**src/rtl/rxq_pkg.sv**
```systemverilog
package rxq_pkg;
  localparam int DATA_W = 8;

  typedef struct packed {
    logic              ferr;
    logic              par;
    logic [DATA_W-1:0] data;
  } rx_word_t;
endpackage

```
**src/rtl/rxq_sync.sv**
```systemverilog
module rxq_sync #(
  parameter int STAGES = 2
) (
  input  logic clk,
  input  logic rst,
  input  logic rx_raw,
  output logic rx_s,
  output logic rx_edge
);
  logic [STAGES-1:0] pipe;
  logic              last;

  always_ff @(posedge clk) begin
    if (rst) begin
      pipe <= '1;
      last <= 1'b1;
    end else begin
      pipe <= {pipe[STAGES-2:0], rx_raw};
      last <= pipe[STAGES-1];
    end
  end

  assign rx_s    = pipe[STAGES-1];
  assign rx_edge = pipe[STAGES-1] ^ last;
endmodule

```
**src/rtl/rxq_framer.sv**
```systemverilog
module rxq_framer
  import rxq_pkg::*;
#(
  parameter int OVS = 16
) (
  input  logic     clk,
  input  logic     rst,
  input  logic     tick,
  input  logic     rx_s,
  input  logic     len8,
  input  logic     par_en,
  input  logic     shdn,
  output logic     push,
  output rx_word_t word
);
  localparam int CW = $clog2(OVS);
  localparam logic [CW-1:0] MID  = CW'(OVS / 2 - 1);
  localparam logic [CW-1:0] LAST = CW'(OVS - 1);

  typedef enum logic [2:0] {S_IDLE, S_START, S_DATA, S_PAR, S_STOP} fr_state_t;

  fr_state_t         st;
  logic [CW-1:0]     cnt;
  logic [2:0]        nbit;
  logic [DATA_W-1:0] sh;
  logic              pbit;
  logic [2:0]        last_bit;

  assign last_bit = len8 ? 3'd7 : 3'd6;

  always_ff @(posedge clk) begin
    if (rst) begin
      st   <= S_IDLE;
      cnt  <= '0;
      nbit <= '0;
      sh   <= '0;
      pbit <= 1'b0;
      push <= 1'b0;
      word <= '0;
    end else begin
      push <= 1'b0;
      if (shdn) begin
        st  <= S_IDLE;
        cnt <= '0;
      end else if (tick) begin
        case (st)
          S_IDLE: begin
            if (!rx_s) begin
              st  <= S_START;
              cnt <= '0;
            end
          end
          S_START: begin
            if (cnt == MID) begin
              cnt  <= '0;
              nbit <= '0;
              st   <= rx_s ? S_IDLE : S_DATA;
            end else begin
              cnt <= cnt + 1'b1;
            end
          end
          S_DATA: begin
            if (cnt == LAST) begin
              cnt  <= '0;
              sh   <= {rx_s, sh[DATA_W-1:1]};
              nbit <= nbit + 1'b1;
              if (nbit == last_bit) st <= par_en ? S_PAR : S_STOP;
            end else begin
              cnt <= cnt + 1'b1;
            end
          end
          S_PAR: begin
            if (cnt == LAST) begin
              cnt  <= '0;
              pbit <= rx_s;
              st   <= S_STOP;
            end else begin
              cnt <= cnt + 1'b1;
            end
          end
          S_STOP: begin
            if (cnt == LAST) begin
              cnt       <= '0;
              st        <= S_IDLE;
              push      <= 1'b1;
              word.data <= len8 ? sh : {1'b0, sh[DATA_W-1:1]};
              word.par  <= par_en & pbit;
              word.ferr <= ~rx_s;
            end else begin
              cnt <= cnt + 1'b1;
            end
          end
          default: st <= S_IDLE;
        endcase
      end
    end
  end
endmodule

```
**src/rtl/rxq_store.sv**
```systemverilog
module rxq_store
  import rxq_pkg::*;
#(
  parameter int DEPTH = 8
) (
  input  logic                         clk,
  input  logic                         rst,
  input  logic                         fifo_en,
  input  logic                         push,
  input  rx_word_t                     word,
  input  logic                         pop,
  output rx_word_t                     head,
  output logic                         not_empty,
  output logic [$clog2(DEPTH+1)-1:0]   occ
);
  localparam int AW = (DEPTH > 1) ? $clog2(DEPTH) : 1;
  localparam int CW = $clog2(DEPTH + 1);
  localparam logic [CW-1:0] FULL_N = CW'(DEPTH);

  rx_word_t      mem [DEPTH];
  logic [AW-1:0] rd_ptr, wr_ptr, rd_nxt, wr_addr;
  logic [CW-1:0] cnt, cnt_nxt;
  logic          do_pop, full, wr_en;

  function automatic logic [AW-1:0] ptr_inc(input logic [AW-1:0] p);
    return (p == AW'(DEPTH - 1)) ? '0 : p + 1'b1;
  endfunction

  assign do_pop = pop && (cnt != '0);
  assign full   = (cnt == FULL_N);
  assign rd_nxt = do_pop ? ptr_inc(rd_ptr) : rd_ptr;

  always_comb begin
    wr_en   = 1'b0;
    wr_addr = wr_ptr;
    if (push) begin
      if (!fifo_en) begin
        wr_en   = 1'b1;
        wr_addr = rd_nxt;
      end else if (!full || do_pop) begin
        wr_en = 1'b1;
      end
    end
  end

  always_comb begin
    if (wr_en && !fifo_en) cnt_nxt = CW'(1);
    else                   cnt_nxt = cnt + CW'(wr_en) - CW'(do_pop);
  end

  always_ff @(posedge clk) begin
    if (wr_en) mem[wr_addr] <= word;
  end

  always_ff @(posedge clk) begin
    if (rst) begin
      rd_ptr    <= '0;
      wr_ptr    <= '0;
      cnt       <= '0;
      not_empty <= 1'b0;
    end else begin
      rd_ptr    <= rd_nxt;
      cnt       <= cnt_nxt;
      not_empty <= (cnt_nxt != '0);
      if (wr_en) wr_ptr <= fifo_en ? ptr_inc(wr_ptr) : ptr_inc(rd_nxt);
    end
  end

  assign head = mem[rd_ptr];
  assign occ  = cnt;
endmodule

```
**src/rtl/uart_rx_queue.sv**
```systemverilog
module uart_rx_queue
  import rxq_pkg::*;
#(
  parameter int DEPTH       = 8,
  parameter int OVS         = 16,
  parameter int SYNC_STAGES = 2
) (
  input  logic       clk,
  input  logic       rst,
  input  logic       baud_tick,
  input  logic       rx,
  input  logic       cfg_len8,
  input  logic       cfg_par_en,
  input  logic       cfg_fifo_en,
  input  logic       cfg_shdn,
  input  logic       rd_en,
  output logic [7:0] rd_data,
  output logic       rd_par,
  output logic       rd_ferr,
  output logic       rd_valid,
  output logic       rx_activity
);
  localparam int CW = $clog2(DEPTH + 1);

  logic          rx_s, rx_edge, push;
  rx_word_t      new_word, head;
  logic [CW-1:0] occ;

  rxq_sync #(.STAGES(SYNC_STAGES)) u_sync (
    .clk(clk), .rst(rst), .rx_raw(rx), .rx_s(rx_s), .rx_edge(rx_edge)
  );

  rxq_framer #(.OVS(OVS)) u_frm (
    .clk(clk), .rst(rst), .tick(baud_tick), .rx_s(rx_s), .len8(cfg_len8),
    .par_en(cfg_par_en), .shdn(cfg_shdn), .push(push), .word(new_word)
  );

  rxq_store #(.DEPTH(DEPTH)) u_store (
    .clk(clk), .rst(rst), .fifo_en(cfg_fifo_en), .push(push), .word(new_word),
    .pop(rd_en), .head(head), .not_empty(rd_valid), .occ(occ)
  );

  always_ff @(posedge clk) begin
    if (rst)                       rx_activity <= 1'b0;
    else if (cfg_shdn && rx_edge)  rx_activity <= 1'b1;
    else if (rd_en)                rx_activity <= 1'b0;
  end

  assign rd_data = head.data;
  assign rd_par  = head.par;
  assign rd_ferr = head.ferr;
endmodule

```
**config.mk**
```make
export PLATFORM = sky130hd
export DESIGN_NAME = uart_rx_queue
export DESIGN_NICKNAME = d
export VERILOG_FILES = /design/src/rtl/rxq_pkg.sv /design/src/rtl/rxq_sync.sv /design/src/rtl/rxq_framer.sv /design/src/rtl/rxq_store.sv /design/src/rtl/uart_rx_queue.sv
export SDC_FILE = /design/constraint.sdc
export NUM_CORES = 1
export LEC_CHECK = 0
export CAP_MARGIN = 5
export CELL_PAD_IN_SITES_DETAIL_PLACEMENT = 1
export CELL_PAD_IN_SITES_GLOBAL_PLACEMENT = 1
export CORE_MARGIN = 3
export CORE_UTILIZATION = 48
export CTS_BUF_LIST = sky130_fd_sc_hd__clkbuf_8
export CTS_CLUSTER_SIZE = 16
export DETAILED_ROUTE_END_ITERATION = 12
export PLACE_DENSITY = 0.89
export SKIP_LAST_GASP = 1
export SLEW_MARGIN = 20
export SYNTH_ARGS = -nofsm -noshare
export SYNTH_HDL_FRONTEND = slang
export SYNTH_HIERARCHICAL = 1
export SYNTH_SLANG_ARGS = --single-unit
```
**constraint.sdc**
```tcl
create_clock -name clk -period 2.92 [get_ports clk]
set_clock_uncertainty 0.1 [all_clocks]
set_input_delay 0.876 -clock clk [delete_from_list [all_inputs] [get_ports clk]]
set_output_delay 0.876 -clock clk [all_outputs]
set_load 0.1 [all_outputs]
```
==> metrics, run 1 <==
CP startpoint kind=register; pin count of the biggest net entering global routing=40; worst path required time=1940 ps; Post-Synthesis Cell Area=5420 um^2; first-pass GRT wire length=22400 um; final hold violation count=0; Initial Util=0.496; Placer Congestion=0.792; Critical Path End Type=output port; status=finished with violations; worst slack, placed=-399 ps; register area share after synthesis=0.609; syn nets=414; Vias per Instance=6.09; final worst slack=-151 ps; Pins Over Slew Limit=0; CTS tree=yes; Ys Warns=6; cells after synthesis=390; Total GRT Usage=0.240; DR WL/cell=25.3 um; CP Max Fanout=7; root buf cell=clkbuf_8; WS Path Type=reg2out; synth unique cells=54; n_diodes=0; RSZ-0062 raised after global routing=yes; clock transition at the registers of the reported paths=70 ps; area grow syn2layout=20.2%; H-tree Lvls=4; FILL cells=1055; grt ovf=0; antenna violations before repair=0; violation count after the first detailed-route iteration=238; Max-cap violations=0; Tot Pwr=4.44 mW; failing checks=negative setup slack; placed wire-length estimate=8290 um; # IOs=21; Final #Nets=458; fmax=0.326 GHz; port bufs=20; number of vias in the routed layout=3572; VDD IR max=438 uV; pwr dens=681 nW/um^2; P_leak=2.55 nW; ANT nets after route=0; worst-margin pin slew=532 ps; CORE AREA=10900 um^2; # DRC=0; row count=38; die footprint=12600 um^2; routed wire length=14800 um; Slew HR=0.644; share of post-route cells with drive strength above 1=0.260; Die Span Y=112 um; Mean Syn Cell Area=13.9 um^2; number of flops mapped to enable cells by yosys=80; Hold WC Path Type=reg2reg; ys flop type=edfxtp_1; Clock Path Buffers=2; drt first pass iters=4; #FFs+latches synth=125; total CTS buffers=17; Die Width=112 um; period utilization=1.05; Period minus WS final=3070 ps; Async S/R FF share, synth=0; WP data arrival=2100 ps; Final Setup Violations=10; number of global-route vias before repair=3937; Clock Latency Late Sink=450 ps; clock sink total=125
power breakdown:
group	switching [mW]	internal [mW]
Clock	0.707	0.827
Sequential	0.0543	1.90
Combinational	0.531	0.416
critical path, cell delays in order (launching register included):
cell and delay, ps:
dfxtp_4 440, buf_12 160, mux4_2 550, mux2_4 320, buf_12 170
path summary, 6_finish.rpt:
kind | start | to | slack [ps] | cells past startpoint
setup / recovery | u_store/rd_ptr[0] | rd_data[1] | -150 | 4
hold / removal | u_sync/pipe[0] | u_sync/pipe[1] | 330 | 1
setup reg to reg | u_store/occ[2] | u_store/occ[1] | 50 | 11
hold reg to reg | u_sync/pipe[0] | u_sync/pipe[1] | 330 | 1
sequential cells by signal, summed over array words and instances, names as in the netlist:
register,flops
u_store/mem,80
u_frm/word,10
u_frm/sh,8
u_frm/cnt,4
u_store/occ,4
u_frm/nbit,3
u_frm/st,3
u_store/rd_ptr,3
u_store/wr_ptr,3
u_sync/pipe,2
rx_activity,1
u_frm/pbit,1
u_frm/push,1
u_store/not_empty,1
u_sync/last,1
metrics by stage:
step | hold WS, ps | util | setup TNS [ps] | cell area [um^2] | std cells
5_1_grt | 368 | 0.596 | -1540 | 6520 | 587
2_1_floorplan | 285 | - | 0 | 5430 | 390
6_report | 335 | 0.596 | -894 | 6520 | 587
3_3_place_gp | 311 | 0.545 | -4970 | 5960 | 552
4_1_cts | 333 | 0.591 | -885 | 6470 | 587
3_5_place_dp | 310 | 0.545 | -19970 | 5960 | 552
layout make-up:
class | instances | area (um^2) | area share
multi-input cells | 231 | 2050 | 0.314
flip-flops and latches | 125 | 3310 | 0.507
repair buffers | 47 | 553 | 0.0849
clock buffers | 17 | 234 | 0.0359
well taps | 140 | 175 | 0.0269
clock inverters | 15 | 158 | 0.0242
inverters | 12 | 45.0 | 0.00691
cell families after synthesis:
| logic type | synth area share |
|---|---|
| flip-flops | 0.609 |
| AND/OR/NAND/NOR | 0.107 |
| multiplexers | 0.145 |
| AO/OA/AOI/OAI | 0.0664 |
| buffers and inverters | 0.0309 |
| adder cells (fa/ha/maj) | 0.0360 |
| XOR/XNOR | 0.00646 |
cells in the final DEF (no fill, tap or decap), drive strengths merged, types with 2 or more instances in the layout:
cell type,Yosys,layout
edfxtp,80,80
dfxtp,45,45
buf,15,39
nor2,30,30
mux2i,21,21
mux4,20,20
nand2,19,19
clkbuf,7,17
inv,12,17
ha,14,14
a21oi,14,14
nor3,13,13
nand3,11,11
mux2,11,11
a211oi,10,10
o21ai,9,9
clkdlybuf4s50,0,7
nor2b,6,6
or2,5,5
nand4b,4,4
a31oi,4,4
clkinv,0,4
nand2b,3,3
clkinvlp,0,3
bufinv,0,3
or3b,3,3
or3,3,3
nand4,3,3
nor3b,3,3
xor2,2,2
or4,2,2
a31o,2,2
xnor2,2,2
cells in the mapped netlist, types with 2 or more instances:
master / number / area, um^2
inv_2: 2 / 7.51
buf_6: 3 / 33.8
nor2_1: 30 / 113
nor3_1: 13 / 65.1
or2_0: 2 / 12.5
ha_1: 14 / 175
a21oi_1: 13 / 65.1
nand2b_1: 3 / 18.8
nor3b_1: 2 / 15.0
nand4_1: 3 / 18.8
nand2_1: 18 / 67.6
nand3_1: 11 / 55.1
mux4_2: 20 / 450
xor2_1: 2 / 17.5
buf_2: 11 / 55.1
mux2_2: 11 / 124
or3b_1: 3 / 26.3
nor2b_1: 6 / 37.5
inv_1: 10 / 37.5
a31oi_1: 4 / 25.0
edfxtp_1: 80 / 2400
a31o_2: 2 / 17.5
mux2i_1: 21 / 210
clkbuf_1: 7 / 26.3
a211oi_1: 10 / 75.1
or2_1: 3 / 18.8
o21ai_1: 4 / 20.0
dfxtp_1: 45 / 901
or3_1: 3 / 18.8
or4_1: 2 / 15.0
o21ai_0: 5 / 25.0
xnor2_1: 2 / 17.5
nand4b_1: 4 / 35.0
repair_timing:
action / 4_1_cts / 5_1_grt
gates cloned: 2 / 0
setup buffers: 1 / 0
gates resized for setup: 15 / 11
setup endpoints to repair: 11 / 94
pin swaps: 0 / 5
hold buffers: 0 / 0
routing by layer:
metal	GRT usage	vias to the layer above	part of all wire
li1	-	1572	-
met1	0.270	1808	0.38
met2	0.414	152	0.53
met3	0.0642	40	0.056
met4	0.130	0	0.036
met5	0	-	0
No activity file was read; power rests on OpenSTA's default activity.
==> run 2, diff against run 1 <==
--- a/config.mk
+++ b/config.mk
@@ -14,7 +14,6 @@
 export CTS_CLUSTER_SIZE = 16
 export DETAILED_ROUTE_END_ITERATION = 12
 export PLACE_DENSITY = 0.89
-export SKIP_LAST_GASP = 1
 export SLEW_MARGIN = 20
 export SYNTH_ARGS = -nofsm -noshare
 export SYNTH_HDL_FRONTEND = slang
==> results of run 2 <==
Final layout, timing and power as in run 1 (identical DEF).
==> run 3, diff against run 2 <==
--- a/config.mk
+++ b/config.mk
@@ -8,6 +8,7 @@
 export CAP_MARGIN = 5
 export CELL_PAD_IN_SITES_DETAIL_PLACEMENT = 1
 export CELL_PAD_IN_SITES_GLOBAL_PLACEMENT = 1
+export CORE_ASPECT_RATIO = 0.9
 export CORE_MARGIN = 3
 export CORE_UTILIZATION = 48
 export CTS_BUF_LIST = sky130_fd_sc_hd__clkbuf_8
==> run 3 against run 2 <==
  * The flow still finishes with violations (negative setup slack)
  * Total power is 2.0% higher
  * Utilization is 0.12 points higher
  * Flip-flop and latch count stayed put
  * Setup slack better by 72 ps
  * Fmax is 2.4% higher
  * Sequential power hardly changed
  * Clock power is 12% higher
  * Count of clock-buffer cells in the layout stayed put
  * Via count is 3.8% lower
  * Non-clock buffer count is 1 lower
  * Hold slack worse by 27 ps
  * Largest cell class unchanged
  * Largest power group unchanged
==> metrics, run 3 (synthesis results as in run 1) <==
Pins Over Slew Limit=0; Final #Nets=457; grt ovf=0; WS Path Type=reg2out; status=finished with violations; Tot Pwr=4.53 mW; violation count after the first detailed-route iteration=246; reg2reg start=u_store/occ[2]; Top cell by count, worst path=buf_12; worst slack, placed=-357 ps; pin count of the biggest net entering global routing=40; H-tree Lvls=4; clock transition at the registers of the reported paths=80 ps; worst-margin pin slew=536 ps; clock sink total=125; antenna violations before repair=0; Clock Latency Late Sink=430 ps; final core occ=0.597; met3 WL=502 um; final worst slack=-79.7 ps; Total GRT Usage=0.218; worst path required time=1940 ps; pwr dens=693 nW/um^2; placed wire-length estimate=8110 um; Initial Util=0.496; CP peak stage delay=520 ps; P_leak=2.55 nW; drt first pass iters=5; Slew HR=0.642; crit path from=u_store/rd_ptr[0]; port bufs=20; # DRC=0; root buf cell=clkbuf_8; Die Span Y=107 um; Worst Path Buf+Inv=2; CTS tree=yes; uppermost layer routed=met4; final hold violation count=0; top flop regs=u_store/mem: 80 flops, u_frm/word: 10 flops, u_frm/sh: 8 flops; Most flops, register=u_store/mem; die footprint=12600 um^2; first-pass GRT wire length=20900 um; row count=36; failing checks=negative setup slack; total CTS buffers=17; Die Width=118 um; CP startpoint kind=register; area grow syn2layout=20.5%; number of vias in the routed layout=3438; Final Setup Violations=10; TNS Setup=-518 ps; WP data arrival=2020 ps; CORE AREA=10900 um^2; Hold Startpoint=u_sync/pipe[0]; routed length on met1=5440 um; metal2 WL=6840 um; CP Max Fanout=10; period utilization=1.03; Vias per Instance=5.75; routed wire length=12900 um; ANT nets after route=0; fmax=0.333 GHz; Period minus WS final=3000 ps; Hold WC Path Type=reg2reg; most common cell after layout, fill and taps aside=edfxtp_1; RSZ-0062 raised after global routing=yes; DR WL/cell=21.7 um; # IOs=21; CP delay by family, top=multiplexers; share of post-route cells with drive strength above 1=0.256; Clock Path Buffers=2; number of global-route vias before repair=3653; n_diodes=0; VDD IR max=355 uV; Critical Path End Type=output port; Max-cap violations=0; most frequent cells in the layout=edfxtp_1, dfxtp_1, nor2_1, buf_4, mux2i_1; hold bufs inserted after CTS=0; Placer Congestion=0.825; crit path cell chain=buf_12, mux4_2, mux2_4, buf_12; CP max stage cell=mux4_2; max reg flops=80
## run 3: timing repair
action                     4_1_cts  5_1_grt
setup endpoints to repair       10       15
setup buffers                    1        0
cloned                           1        0
resized for setup               13        4
## run 3: area by class of cell
cell class / count / area [um^2]
Sequential cell: 125 / 3310
Tap cell: 152 / 190
Fill cell: 1067 / 4410
Clock buffer: 17 / 234
Clock inverter: 15 / 219
Inverter: 12 / 45.0
Multi-Input combinational cell: 231 / 2010
Timing Repair Buffer: 46 / 536
## run 3: worst register-to-register path: cells and delay by family, from the launching register on
family / cells / cell delay (ps)
AOI/OAI and AO/OA: 3 / 720
adders and majority gates: 3 / 680
and+or+nand+nor: 2 / 550
buffers and inverters: 4 / 380
DFF: 1 / 310
## run 3: worst paths after layout
| kind | slack [ps] | to | cells past startpoint |
|---|---|---|---|
| max | -80 | rd_data[7] | 4 |
| min | 310 | u_sync/pipe[1] | 1 |
| max reg2reg | 130 | u_store/wr_ptr[0] | 12 |
| min reg2reg | 310 | u_sync/pipe[1] | 1 |
## run 3: report_power, final
group | total [mW] | switching, mW | leakage, nW | internal [mW]
combinational | 0.855 | 0.467 | 1.03 | 0.388
clock | 1.72 | 0.704 | 0.223 | 1.01
sequential | 1.95 | 0.0512 | 1.30 | 1.90
## run 3: per-stage QoR
stage               instance area, um^2  hold slack [ps]  std cells
global route                       6540              343        598
detailed placement                 5990              295        564
global placement                   5990              292        564
finish                             6540              308        598
CTS                                6520              313        598
floorplan                          5430              285        390
## run 3: layer usage
layer | up-vias | track usage
met4 | 0 | 0.0603
li1 | 1576 | -
met3 | 18 | 0.0432
met1 | 1762 | 0.273
met2 | 82 | 0.390
met5 | - | 0
